==> src/rtl/bcd_ripple_adder.sv <==
module bcd_ripple_adder #(
  parameter int NDIG = 4,
  localparam int W = 4 * NDIG
) (
  input  logic [W-1:0] a_i,
  input  logic [W-1:0] b_i,
  input  logic         cin_i,
  output logic [W-1:0] sum_o,
  output logic         cout_o
);

  logic [NDIG:0] cy;
  assign cy[0]  = cin_i;
  assign cout_o = cy[NDIG];

  for (genvar d = 0; d < NDIG; d++) begin : g_dig
    logic [3:0] x, y, hs, hr, dig;
    logic [2:0] f, z;
    logic       s0, c0, k1, k2, fix;

    assign x = a_i[4*d +: 4];
    assign y = b_i[4*d +: 4];

    // bit 0 of both operands plus the incoming carry
    assign s0 = x[0] ^ y[0] ^ cy[d];
    assign c0 = (x[0] & y[0]) | (cy[d] & (x[0] ^ y[0]));

    // upper bits in units of two, decimal correction merged
    assign hs = {1'b0, x[3:1]} + {1'b0, y[3:1]};
    assign hr = (hs >= 4'd5) ? hs + 4'd3 : hs;
    assign f  = hr[2:0];

    // fold c0 into the field: xor for sum, mux passes carry on a one
    assign z[0] = f[0] ^ c0;
    assign k1   = f[0] ? c0 : 1'b0;
    assign z[1] = f[1] ^ k1;
    assign k2   = f[1] ? k1 : 1'b0;
    assign z[2] = f[2] ^ k2;

    assign fix = c0 & (f == 3'd4);
    assign dig = {fix ? 3'b000 : z, s0};
    assign sum_o[4*d +: 4] = dig;
    assign cy[d+1] = (f == 3'd4) ? c0 : hr[3];

    always_comb begin
      if (x <= 4'd9 && y <= 4'd9) begin
        assert_field_range_R2: assert (f <= 3'd4 && hr <= 4'd11)
          else $error("merged field out of range");
        assert_digit_valid_R2: assert (sum_o[4*d +: 4] <= 4'd9)
          else $error("sum digit above nine");
        assert_digit_value_R1: assert (10 * int'(cy[d+1]) + int'(sum_o[4*d +: 4])
                                       == int'(x) + int'(y) + int'(cy[d]))
          else $error("digit sum mismatch");
        if (fix) begin
          assert_patch_R6: assert (sum_o[4*d +: 4] == {3'b000, s0} && cy[d+1])
            else $error("final patch not applied");
        end
      end
    end
  end

endmodule

==> config.mk <==
export PLATFORM = sky130hd
export DESIGN_NAME = bcd_ripple_adder
export DESIGN_NICKNAME = d
export VERILOG_FILES = /design/src/rtl/bcd_ripple_adder.sv
export SDC_FILE = /design/constraint.sdc
export NUM_CORES = 1
export LEC_CHECK = 0
export ABC_AREA = 1
export BUFFER_PORTS_ARGS = -buffer_cell sky130_fd_sc_hd__buf_4
export CORE_UTILIZATION = 30
export DETAILED_ROUTE_END_ITERATION = 7
export GPL_TIMING_DRIVEN = 0
export PLACE_DENSITY = 0.63
export SYNTH_ARGS = -nofsm -noshare
export SYNTH_HDL_FRONTEND = slang
export SYNTH_SLANG_ARGS = --single-unit
==> constraint.sdc <==
create_clock -name vclk -period 11.11
set_input_delay 1.111 -clock vclk [all_inputs]
set_output_delay 1.111 -clock vclk [all_outputs]
set_load 0.02 [all_outputs]
**Yosys cells after proc, flatten, opt, wreduce, memory -nomap -nowiden**

Index checks and enable logic that the tools add are counted.

- Equality and inequality tests: 4
- Order comparisons: 4
- Muxes and demuxes: 20
- $add $sub $neg: 8
- Bitwise operators: 36

Operator list:

| kind | count |
|---|---|
| $xor 1x1->1 | 20 |
| $add 3x3->4 | 4 |
| $add 4x2->4 const B | 4 |
| $ge 4x3->1 const B | 4 |
| $mux 4 | 4 |
| $and 1x1->1 | 12 |
| $eq 3x3->1 const B | 4 |
| $mux 1 | 12 |
| $mux 3 | 4 |
| $or 1x1->1 | 4 |

- Register bits after elaboration: 0
- Input port bits: 33
- Word-level logic and storage cells: 72

**Depth between registers and ports, before layout**

- Depth in word-level cells: 17
- Depth in mapped cells: 26
- Depth with buffers taken out: 26

**Least setup slack after synthesis**

Ideal clock, no wire load.

- Path kind: input to output
- Start: input a_i[1]
- End: output sum_o[15]
- Data arrival time: 4832 ps
- Slack: 5167 ps
- Buffers on the path: 0
- Cell stages on the path: 25
- Data required time: 9999 ps
- Path through: ha_1 -> fa_1 -> inv_1 -> ha_1 -> nand2_1 -> nand3_2 -> nand2_1 -> nand2_1 -> nand2_1 -> nand3_2 -> nand3_1 -> nand2_1 -> fa_1 -> nand4_1 -> nand2_1 -> fa_1 -> nand4_1 -> nand2_1 -> inv_1 -> fa_1 -> inv_1 -> ha_1 -> ha_1 -> xnor2_1 -> nor2_1

- Word-level cells in the longest chain between the ends: 17
- Elaborated cells between the ends (all ways): 19

Ends and longest elaborated chain:

| element | RTL line | source |
|---|---|---|
| from (decl) | 5 | `input logic [W-1:0] a_i,` |
| $add 3x3->4 * | 29 | `assign hs = {1'b0, x[3:1]} + {1'b0, y[3:1]};` |
| $add 4x2->4 or $ge 4x3->1 (tied branches) | 30 | `assign hr = (hs >= 4'd5) ? hs + 4'd3 : hs;` |
| $mux 4 * | 30 |  |
| $eq 3x3->1 | 43 | `assign cy[d+1] = (f == 3'd4) ? c0 : hr[3];` |
| $mux 1 * | 43 |  |
| $and 1x1->1 * | 26 | `assign c0 = (x[0] & y[0]) \| (cy[d] & (x[0] ^ y[0]));` |
| $or 1x1->1 * | 26 |  |
| $mux 1 * | 43 |  |
| $and 1x1->1 * | 26 |  |
| $or 1x1->1 * | 26 |  |
| $mux 1 * | 43 |  |
| $and 1x1->1 * | 26 |  |
| $or 1x1->1 * | 26 |  |
| $mux 1 | 35 | `assign k1 = f[0] ? c0 : 1'b0;` |
| $mux 1 | 37 | `assign k2 = f[1] ? k1 : 1'b0;` |
| $xor 1x1->1 | 38 | `assign z[2] = f[2] ^ k2;` |
| $mux 3 * | 41 | `assign dig = {fix ? 3'b000 : z, s0};` |
| to (decl) | 8 | `output logic [W-1:0] sum_o,` |

Every way passes the cells marked *; elsewhere a longest branch is shown, timed or not.

**Final worst setup path**

Ends and elaborated chain as after synthesis.

==> out/summary.txt <==
Rows - 25
Util after Layout - 41.0%
Vias in the first global route - 1402
Filler Cell Count - 518
Hold Crit Class - in -> out
CP Launch Type - primary input
ANT cells - 0
Mapped Nets - 305
Max_slew headroom - 85.9%
Layout net count - 357
Number of synthesis warnings - 0
Least-Margin Pin Slew - 211 ps
Routed vias - 1487
Core Region - 4720 µm²
Avg WL per Cell - 7.54 µm
Period utilization - 56.8%
Synth area leader - ha_1
Most frequent cells in the layout - inv_1 (59), buf_4 (54), nand2_1 (49)
Top cells by area, synth - ha_1 (24%), inv_1 (15%), nand2_1 (12%)
Starting Density - 31.3%
Syn Area/Cell - 6.26 µm²
Fin crit period - 6310 ps
Dpl hpwl - 2490 µm
Postcts setup bufs - 0
Die area - 5210 µm²
Final TNS setup - 0 ps
Commonest non-fill, non-tap cell in the layout - inv_1
Iteration-0 DRC Markers - 16
Largest net degree at the start of global routing - 7
Final GP Congestion - 0.750
GRT overflow - 0
Power density cells - 106 nW/µm²
Power Total - 0.000204 W
Post-synthesis sequential area ratio - 0%
Fin. Hold Viols - 0
Vias per inst - 4.21
Initial DRT Pass Iterations - 4
Slowest cell on the critical path - fa_1
CP required - 10000 ps
RSZ-0062 raised after global routing - no
Syn Std Cell Area - 1480 µm²
# DRC - 0
Worst path max stage delay - 500 ps
Post-DRT Antenna Nets - 0
Max Slew Vio Count - 0
Synth cell types - 24
# hold bufs at CTS - 0
Final setup fails - 0
Total GRT Usage - 10.8%
Top-area cell type share of the netlist area - 23.7%
Finished Layout Cells - 353
Register area - 0 µm²
Max FO, Critical Path - 4
Synth-to-layout area growth - 31.1%
Initial antenna violation count - 0
Status - finished clean
Critical path endpoint category - output pin
P_leak - 1.18 nW
Cell count after synthesis - 236
Seq cells - 0
CP Data Arrival Time - 5200 ps
CP most frequent cell - nand2_1
IO Port Bufs - 50
Post-Route WL - 2660 µm
Placed instance count - 353
Top Ports - 50
Worst vdd ir - 0.0406 mV
Crit Path Class - in -> out
Hold_ws - 2680 ps
Die width - 72.2 µm
First-pass GRT wire length - 4960 µm
Die height - 72.2 µm
Maxcap violations - 0
Post-cts resize count - 0
Max Clk Rate - 158 MHz
Layout cell share with drive strength beyond 1 - 29.4%
Clkbuf count - 0
-- synthesized netlist by cell type --
master    instances
nand3b_1          2
nand2_1          49
inv_2             2
nor2_2            5
nand3_2           7
fa_1              8
nor2_1           19
or2_4             1
xor2_1            2
nand2_2          11
o21a_1            1
nand4_1           4
o21ai_4           1
a21oi_1           2
inv_1            59
nand3_1          22
buf_4             4
xnor2_1           3
o21ai_0           2
nand2_4           1
and3_2            1
ha_1             28
or3_1             1
nor2_4            1
-- power breakdown --
group	switching (W)	total, W	internal (W)
registers	0	0	0
logic	0.000115	0.000204	0.0000896
clock network	0	0	0
total	0.000115	0.000204	0.0000896
-- final cells by class --
cell class | instances | area [µm²] | area share (%)
inverter | 61 | 229 | 11.8
buffer | 4 | 30.0 | 1.55
multi-input combinational | 171 | 1220 | 62.9
timing repair buffer | 50 | 375 | 19.4
tap | 67 | 83.8 | 4.33
-- layer usage --
| metal | share of wire (%) | GRT usage, % | vias up |
|---|---|---|---|
| li1 | - | - | 819 |
| met1 | 46 | 12.5 | 636 |
| met2 | 49 | 22.8 | 32 |
| met3 | 4.7 | 0.417 | 0 |
| met4 | 0 | 0 | 0 |
| met5 | 0 | 0 | - |
-- worst paths after layout --
kind	to	from	depth (start not counted)
max	sum_o[15]	a_i[1]	27
min	sum_o[4]	b_i[4]	4
-- stage by stage --
| stage | worst slack (ps) | cell area (µm²) |
|---|---|---|
| floorplan | 5170 | 1480 |
| global placement | 4810 | 1940 |
| detailed placement | 4780 | 1940 |
| CTS | 4770 | 1940 |
| global route | 4450 | 1940 |
| finish | 4800 | 1940 |
-- worst max-delay path, delay by kind of cell --
| kind | cells | cell delay (ps) |
|---|---|---|
| XOR/XNOR | 1 | 160 |
| adder cells (fa/ha/maj) | 8 | 2340 |
| buffers and inverters | 5 | 470 |
| AND/OR/NAND/NOR | 13 | 1120 |
-- logic make-up (layout without fill, tap and decap cells) --
kind of cell / count (synthesis) / after routing / synth area share [%]
XOR/XNOR: 5 / 5 / 2.96
buffers and inverters: 65 / 115 / 17.5
AO/OA/AOI/OAI: 6 / 6 / 2.96
AND/OR/NAND/NOR: 124 / 124 / 42.0
adder cells (fa/ha/maj): 36 / 36 / 34.5
(Power assumes the default switching activity.)
